File: src/rtl/mbs_pkg.sv
package mbs_pkg;

  localparam int PAT_W = 3;

  typedef enum logic [PAT_W-1:0] {
    PAT_HPAIR = 3'd0,
    PAT_HRING = 3'd1,
    PAT_VPAIR = 3'd2,
    PAT_VRING = 3'd3,
    PAT_ROW   = 3'd4,
    PAT_COL   = 3'd5,
    PAT_ALL   = 3'd6,
    PAT_RSVD  = 3'd7
  } mbs_pat_e;

  // Partner index along one axis for the plain pairing: 0<->1, 2<->3, ...
  function automatic int pair_idx(input int i);
    return i ^ 1;
  endfunction

  // Partner index along one axis for the ring pairing: 1<->2, 3<->4, ..., (K-1)<->0
  function automatic int ring_idx(input int i, input int k);
    if ((i % 2) == 1) return (i + 1) % k;
    return (i + k - 1) % k;
  endfunction

endpackage

File: src/rtl/mbs_tile_slot.sv
module mbs_tile_slot
  import mbs_pkg::*;
(
  input  logic             clk_i,
  input  logic             rst_i,
  input  logic             req_i,
  input  logic [PAT_W-1:0] pat_i,
  input  logic             group_done_i,
  output logic             pend_o,
  output logic [PAT_W-1:0] pat_o,
  output logic             done_o,
  output logic             err_o
);

  logic rsvd;
  logic accept;
  logic reject;

  assign rsvd   = (pat_i == PAT_RSVD);
  assign accept = req_i && !pend_o && !rsvd;
  assign reject = req_i && (pend_o || rsvd);

  always_ff @(posedge clk_i) begin
    if (rst_i) begin
      pend_o <= 1'b0;
      pat_o  <= '0;
      done_o <= 1'b0;
      err_o  <= 1'b0;
    end else begin
      done_o <= group_done_i;
      if (group_done_i) begin
        pend_o <= 1'b0;
      end else if (accept) begin
        pend_o <= 1'b1;
        pat_o  <= pat_i;
      end
      if (reject) begin
        err_o <= 1'b1;
      end
    end
  end

endmodule

File: src/rtl/mbs_group_eval.sv
module mbs_group_eval
  import mbs_pkg::*;
#(
  parameter int K = 4
) (
  input  logic [K*K-1:0]            pend_i,
  input  logic [K*K-1:0][PAT_W-1:0] pat_i,
  output logic [K*K-1:0]            done_o
);

  localparam int N = K * K;

  logic [N-1:0] want_row;
  logic [N-1:0] want_col;
  logic [N-1:0] want_all;
  logic [K-1:0] row_ok;
  logic [K-1:0] col_ok;
  logic         all_ok;

  for (genvar t = 0; t < N; t++) begin : g_want
    assign want_row[t] = pend_i[t] && (pat_i[t] == PAT_ROW);
    assign want_col[t] = pend_i[t] && (pat_i[t] == PAT_COL);
    assign want_all[t] = pend_i[t] && (pat_i[t] == PAT_ALL);
  end

  for (genvar r = 0; r < K; r++) begin : g_row
    assign row_ok[r] = &want_row[r*K +: K];
  end

  always_comb begin
    for (int c = 0; c < K; c++) begin
      col_ok[c] = 1'b1;
      for (int r = 0; r < K; r++) begin
        col_ok[c] = col_ok[c] & want_col[r*K + c];
      end
    end
  end

  assign all_ok = &want_all;

  for (genvar t = 0; t < N; t++) begin : g_tile
    localparam int ROW = t / K;
    localparam int COL = t % K;
    localparam int HP  = ROW * K + pair_idx(COL);
    localparam int HR  = ROW * K + ring_idx(COL, K);
    localparam int VP  = pair_idx(ROW) * K + COL;
    localparam int VR  = ring_idx(ROW, K) * K + COL;

    logic hit;

    always_comb begin
      case (pat_i[t])
        PAT_HPAIR: hit = pend_i[HP] && (pat_i[HP] == PAT_HPAIR);
        PAT_HRING: hit = pend_i[HR] && (pat_i[HR] == PAT_HRING);
        PAT_VPAIR: hit = pend_i[VP] && (pat_i[VP] == PAT_VPAIR);
        PAT_VRING: hit = pend_i[VR] && (pat_i[VR] == PAT_VRING);
        PAT_ROW:   hit = row_ok[ROW];
        PAT_COL:   hit = col_ok[COL];
        PAT_ALL:   hit = all_ok;
        default:   hit = 1'b0;
      endcase
    end

    assign done_o[t] = pend_i[t] && hit;
  end

endmodule

File: src/rtl/mesh_barrier_sync.sv
module mesh_barrier_sync
  import mbs_pkg::*;
#(
  parameter int K = 4
) (
  input  logic                 clk_i,
  input  logic                 rst_i,
  input  logic [K*K-1:0]       sync_req_i,
  input  logic [K*K*PAT_W-1:0] sync_pat_i,
  output logic [K*K-1:0]       sync_done_o,
  output logic [K*K-1:0]       err_o
);

  localparam int N = K * K;

  logic [N-1:0]            pend_w;
  logic [N-1:0][PAT_W-1:0] pat_w;
  logic [N-1:0]            grp_done_w;

  mbs_group_eval #(.K(K)) i_eval (
    .pend_i (pend_w),
    .pat_i  (pat_w),
    .done_o (grp_done_w)
  );

  for (genvar t = 0; t < N; t++) begin : g_slot
    mbs_tile_slot i_slot (
      .clk_i        (clk_i),
      .rst_i        (rst_i),
      .req_i        (sync_req_i[t]),
      .pat_i        (sync_pat_i[t*PAT_W +: PAT_W]),
      .group_done_i (grp_done_w[t]),
      .pend_o       (pend_w[t]),
      .pat_o        (pat_w[t]),
      .done_o       (sync_done_o[t]),
      .err_o        (err_o[t])
    );
  end

endmodule

File: config.mk
export PLATFORM = sky130hd
export DESIGN_NAME = mesh_barrier_sync
export DESIGN_NICKNAME = d
export VERILOG_FILES = /design/src/rtl/mbs_pkg.sv /design/src/rtl/mbs_tile_slot.sv /design/src/rtl/mbs_group_eval.sv /design/src/rtl/mesh_barrier_sync.sv
export SDC_FILE = /design/constraint.sdc
export NUM_CORES = 1
export LEC_CHECK = 0
export CORE_MARGIN = 2
export CORE_UTILIZATION = 45
export CTS_CLUSTER_DIAMETER = 120
export DETAILED_ROUTE_END_ITERATION = 16
export DONT_BUFFER_PORTS = 1
export PLACE_DENSITY = 0.62
export SYNTH_ARGS = -nofsm -noshare
export SYNTH_HDL_FRONTEND = slang
export SYNTH_SLANG_ARGS = --single-unit
export TNS_END_PERCENT = 1
File: constraint.sdc
create_clock -name clk_i -period 3.7 [get_ports clk_i]
set_input_delay 0 -clock clk_i [delete_from_list [all_inputs] [get_ports clk_i]]
set_output_delay 0 -clock clk_i [all_outputs]
set_load 0.02 [all_outputs]
Yosys cells after proc, flatten, opt, wreduce, memory -nomap -nowiden
Index checks and enable logic that the tools add are counted.
{ "word_totals": {"register_bits": 96, "output_inout_bits": 32} }
{ "classes": {"mux": 16, "n_reduce_logical": 277, "bitwise_logic": 28, "eq_ne": 112} }
{ "ops": {"columns": ["operator", "n"], "rows": [
  ["$eq 3x3->1 const B", 64],
  ["$logic_and 1x1->1", 176],
  ["$pmux 1 s7", 16],
  ["$eq 3x2->1 const B", 32],
  ["$eq 3x1->1 const B", 16],
  ["$logic_not 3->1", 16],
  ["$logic_not 1->1", 32],
  ["$reduce_and 2->1", 16],
  ["$reduce_or 2->1", 16],
  ["$logic_or 1x1->1", 16],
  ["$not 1->1", 16],
  ["$reduce_and 16->1", 1],
  ["$reduce_and 4->1", 4],
  ["$and 1x1->1", 12]
]} }

Longest topological paths before layout
{ "logic_depth": {"depth_word": 9, "mapped_depth": 8} }

Modules after synthesis
A second synthesis with hierarchy kept.
{ "unflattened": {"cells_unflattened": 637, "area_unflattened_um2": 5765.5} }
{ "modules_own_cells": {"columns": ["mod", "cells_per_inst", "instances", "area_each_um2", "seq_area_each_um2"], "rows": [
  ["mbs_tile_slot", 24, 16, 259.0, 120.1],
  ["mbs_group_eval", 253, 1, 1621.6, 0.0]
]} }

Worst setup path before layout
OpenSTA, ideal clock, no wires.
{ "synth_path": {"path_kind": "flip-flop to flip-flop", "from": "register g_slot[0].i_slot.pend_o", "to": "register g_slot[5].i_slot.pend_o", "arrival_ps": 2031, "stages_incl_launch_ff": 8, "n_path_buf": 1, "setup_slack_ps": 1550, "t_required_ps": 3581, "path_cell_list": "dfxtp_1 > buf_2 > nand4b_1 > or4_1 > or4_4 > a21o_1 > nor2b_1 > o221a_2"} }
{ "synth_via": {"elab_chain_cells": 5} }
{ "synth_lines": {"columns": ["item", "line", "source"], "rows": [
  ["start, declared", "mbs_tile_slot.sv:9", "output logic pend_o,"],
  ["start signal, assigned", "mbs_tile_slot.sv:25", "pend_o <= 1'b0;"],
  ["start signal, assigned", "mbs_tile_slot.sv:32", "pend_o <= 1'b0;"],
  ["start signal, assigned", "mbs_tile_slot.sv:34", "pend_o <= 1'b1;"],
  ["$logic_and 1x1->1", "mbs_group_eval.sv:23", "assign want_all[t] = pend_i[t] && (pat_i[t] == PAT_ALL);"],
  ["$reduce_and 16->1", "mbs_group_eval.sv:39", "assign all_ok = &want_all;"],
  ["$pmux 1 s7", "mbs_group_eval.sv:52", "case (pat_i[t])"],
  ["$logic_and 1x1->1", "mbs_group_eval.sv:64", "assign done_o[t] = pend_i[t] && hit;"],
  ["$reduce_or 2->1 (no source line)", null, null],
  ["end signal, assigned", "mbs_tile_slot.sv:25", null],
  ["end signal, assigned", "mbs_tile_slot.sv:32", null],
  ["end signal, assigned", "mbs_tile_slot.sv:34", null],
  ["end, declared", "mbs_tile_slot.sv:9", null]
]} }
No other way between the ends.
A chain may end at the register's enable or synchronous reset.

Worst setup path in the final report
{ "layout_path": {"from": "register g_slot[12].i_slot.pat_o[1]", "to": "register g_slot[7].i_slot.pend_o"} }
{ "layout_via": {"elab_chain_cells": 6} }
{ "layout_lines": {"columns": ["item", "line", "source"], "rows": [
  ["start, declared", "mbs_tile_slot.sv:10", "output logic [PAT_W-1:0] pat_o,"],
  ["start signal, assigned", "mbs_tile_slot.sv:35", "pat_o <= pat_i;"],
  ["$eq 3x3->1", "mbs_group_eval.sv:23", null],
  ["$logic_and 1x1->1", "mbs_group_eval.sv:23", null],
  ["$reduce_and 16->1", "mbs_group_eval.sv:39", null],
  ["$pmux 1 s7", "mbs_group_eval.sv:52", null],
  ["$logic_and 1x1->1", "mbs_group_eval.sv:64", null],
  ["$reduce_or 2->1 (no source line)", null, null],
  ["end signal, assigned", "mbs_tile_slot.sv:25", null],
  ["end signal, assigned", "mbs_tile_slot.sv:32", null],
  ["end signal, assigned", "mbs_tile_slot.sv:34", null],
  ["end, declared", "mbs_tile_slot.sv:9", null]
]} }
No other way between the ends.

==> results.cfg <==
[final_layout]
fin_util_pct = 58.7
antenna_cells = 0
drive_gt1_share_pct = 3.57
fin_nets = 791
area_growth_pct = 25.8
mostFrequentLayoutCells = dlygate4sd3_1, dfxtp_1, nand2_1
layout_commonest_cell = dlygate4sd3_1

[global_route]
grt_max_degree = 96
grt_util_all_layers_pct = 27.9
met2_usage_pct = 46.3
grt_pass1_wl_um = 27400
grtUsageMet3_pct = 5.54
first_global_vias = 5145
grt-busiest-layer = met2
gr-total-overflow = 0
grtUsageMet1_pct = 35.9
antenna_found_initial = 0

[timing]
fin_crit_sh_pct = 71.2
finalSetupViolCount = 0
worst_pin_slew_ps = 1120
final.setup.tns_ps = 0
max_freq_mhz = 380
rsz0062_at_grt = false
skew_ps = 8.56
timing.slew.headroom_pct = 25.0
hold_viol = 0
final.min_clock_period_ps = 2630
report.final.slew_viol_count = 0

[worst_hold_path]
hp-class = input pin to register

[clock_tree]
clock_latency_ps = 350
htreeDepth = 3
cts_buffers = 9
cts_sinks = 96
cts.path.max_buffers = 2
clkSlewWorstSetupHoldPaths_ps = 60
post_cts_buffers = 0
cts_tree = yes
cts_resized = 0
root_buffer = clkbuf_16

[floorplanning]
die_w_um = 110
ios = 98
rows = 38
fp.coreArea_um2 = 10900
die_area_um2 = 12200
initial_core_util_pct = 46.6
die_h_um = 110

[routing]
routed_wl_um = 17000
viasPerCell = 6.03
vias = 5244
wl_per_cell_um = 19.5
drt_first_pass_iters = 5
drc = 0
antenna_left = 0
drtIter0Drc = 473

[pwr]
p_seq_share_pct = 45.7
switching_power_w = 0.000755
switching_share_pct = 27.4
power_density_nw_per_um2 = 429
p_int_w = 0.00200
worst_ir_drop_vdd_uv = 301
p_leak_nw = 2.37
p_comb_share_pct = 15.6
clockPowerShare_pct = 38.7

[placed_design]
dp_hpwl_um = 11400
gp_congestion = 0.924
numPortBuffers = 0

[critical_path]
worst_setup_path_start_kind = register
r2r_cells = 6
rr_startpoint = g_slot[12].i_slot.pat_o[1]$_SDFFE_PP0P_
cp.required_ps = 3950
rr_endpoint = g_slot[7].i_slot.pend_o$_SDFFE_PP0P_
reg2reg_setup_slack_ps = 1070
critPathKind = register to register
crit_arrival_ps = 2880
critPathLaunch = g_slot[12].i_slot.pat_o[1]$_SDFFE_PP0P_
end_kind = register
crit_fanout = 6
crit_path_end = g_slot[7].i_slot.pend_o$_SDFFE_PP0P_

[yosys]
synth_top_flop_cell = dfxtp_1
yosys.area.top_type_share_pct = 37.7
synth.area.top_cells = dfxtp_1, a21oi_1, nand2_1
yosysUniqueCellTypes = 50
synth_cells = 658
async_flop_share_pct = 0
synth-edff-count = 0
ys_ff_latch = 96
synth_area_um2 = 5100
ys_warn_count = 0
synth_fp_nets = 724
synth_area_leader_cell = dfxtp_1
syn_area_per_cell_um2 = 7.75
yosysSeqAreaShare_pct = 37.7

[status]
status = finished clean

[job]
cap_violations = 0
[worst max-delay path: stages (launching register included)]
cell and delay (ps):
dfxtp_1 420, nor4bb_1 660, nand4_1 150, or4_4 630, nor2_1 300, nor4_1 130, o21a_1 230
[timing repair]
| item | in CTS | in global routing |
|---|---|---|
| hold buffers | 111 | 0 |
| endpoints found under the hold margin | 96 | 0 |
| endpoints found under the setup margin | 0 | 0 |
[registers in the layout, summed over array words and instances (netlist names)]
name                  flops
g_slot.i_slot.pat_o      48
g_slot.i_slot.done_o     16
g_slot.i_slot.err_o      16
g_slot.i_slot.pend_o     16
[logic make-up (layout without fill, tap and decap cells)]
logic type / after synthesis / in the layout / synth area share, %
buffers and inverters: 80 / 151 / 8.54
AO/OA/AOI/OAI: 131 / 131 / 16.5
AND/OR/NAND/NOR: 336 / 336 / 34.3
flip-flops: 96 / 96 / 37.7
multiplexers: 15 / 15 / 2.94
[power by group through the flow]
stage | sequential [W] | clock, W | combinational, W
finish | 0.00126 | 0.00106 | 0.000430
global route | 0.00127 | 0.00111 | 0.000479
CTS | 0.00125 | 0.00108 | 0.000418
detailed placement | 0.00127 | 0 | 0.000290
global placement | 0.00127 | 0 | 0.000287
floorplan | 0.00118 | 0 | 0.000324
[cell usage after synthesis (all sizes together), types with 2 or more instances]
cell type	n
a211oi	5
a21oi	68
a22o	3
a22oi	5
a311oi	3
a31oi	19
a32oi	8
and2	5
and4	5
and4b	2
buf	42
clkbuf	18
dfxtp	96
inv	20
mux2i	15
nand2	82
nand2b	9
nand3	50
nand4	27
nand4b	5
nand4bb	3
nor2	70
nor2b	23
nor3	13
nor3b	2
nor4	16
nor4b	2
nor4bb	7
o211ai	4
o21a	5
o221a	2
or3	2
or4	7
[layer usage]
| layer | vias up | share of wire (%) |
|---|---|---|
| li1 | 2515 | - |
| met5 | - | 0 |
| met2 | 207 | 47 |
| met3 | 30 | 6.1 |
| met4 | 0 | 2.4 |
| met1 | 2492 | 44 |
[cell type report]
type                            count  area, µm²
Multi-Input combinational cell    482       2740
Inverter                           20       75.1
Fill cell                        1015       4520
Clock buffer                       12        246
Timing Repair Buffer              116       1170
Clock inverter                      3       90.1
Sequential cell                    96       1920
Tap cell                          140        175
[worst min-delay path by stage]
stage,startpoint,end,slack [ps],cells past startpoint
5_1_grt,sync_pat_i[0],g_slot[0].i_slot.pat_o[1]$_SDFFE_PP0P_,40,3
3_3_place_gp,rst_i,g_slot[8].i_slot.pat_o[2]$_SDFFE_PP0P_,80,1
4_1_cts,sync_pat_i[27],g_slot[9].i_slot.pat_o[0]$_SDFFE_PP0P_,9,3
2_1_floorplan,sync_pat_i[17],g_slot[5].i_slot.pat_o[2]$_SDFFE_PP0P_,140,2
3_5_place_dp,rst_i,g_slot[8].i_slot.pat_o[2]$_SDFFE_PP0P_,80,1
6_report,sync_pat_i[26],g_slot[8].i_slot.err_o$_SDFFE_PP0P_,10,4
[through the flow]
step	instance area [µm²]	hold WS [ps]	std cells	power [W]	setup slack [ps]
2_1_floorplan	5100	136	658	0.00150	1550
3_3_place_gp	4950	79.0	743	0.00156	1140
3_5_place_dp	4950	79.0	743	0.00156	1120
4_1_cts	6420	9.11	869	0.00275	1110
5_1_grt	6420	43.3	869	0.00286	985
6_report	6420	11.4	869	0.00275	1070
Power figures use the tool's default switching activity.
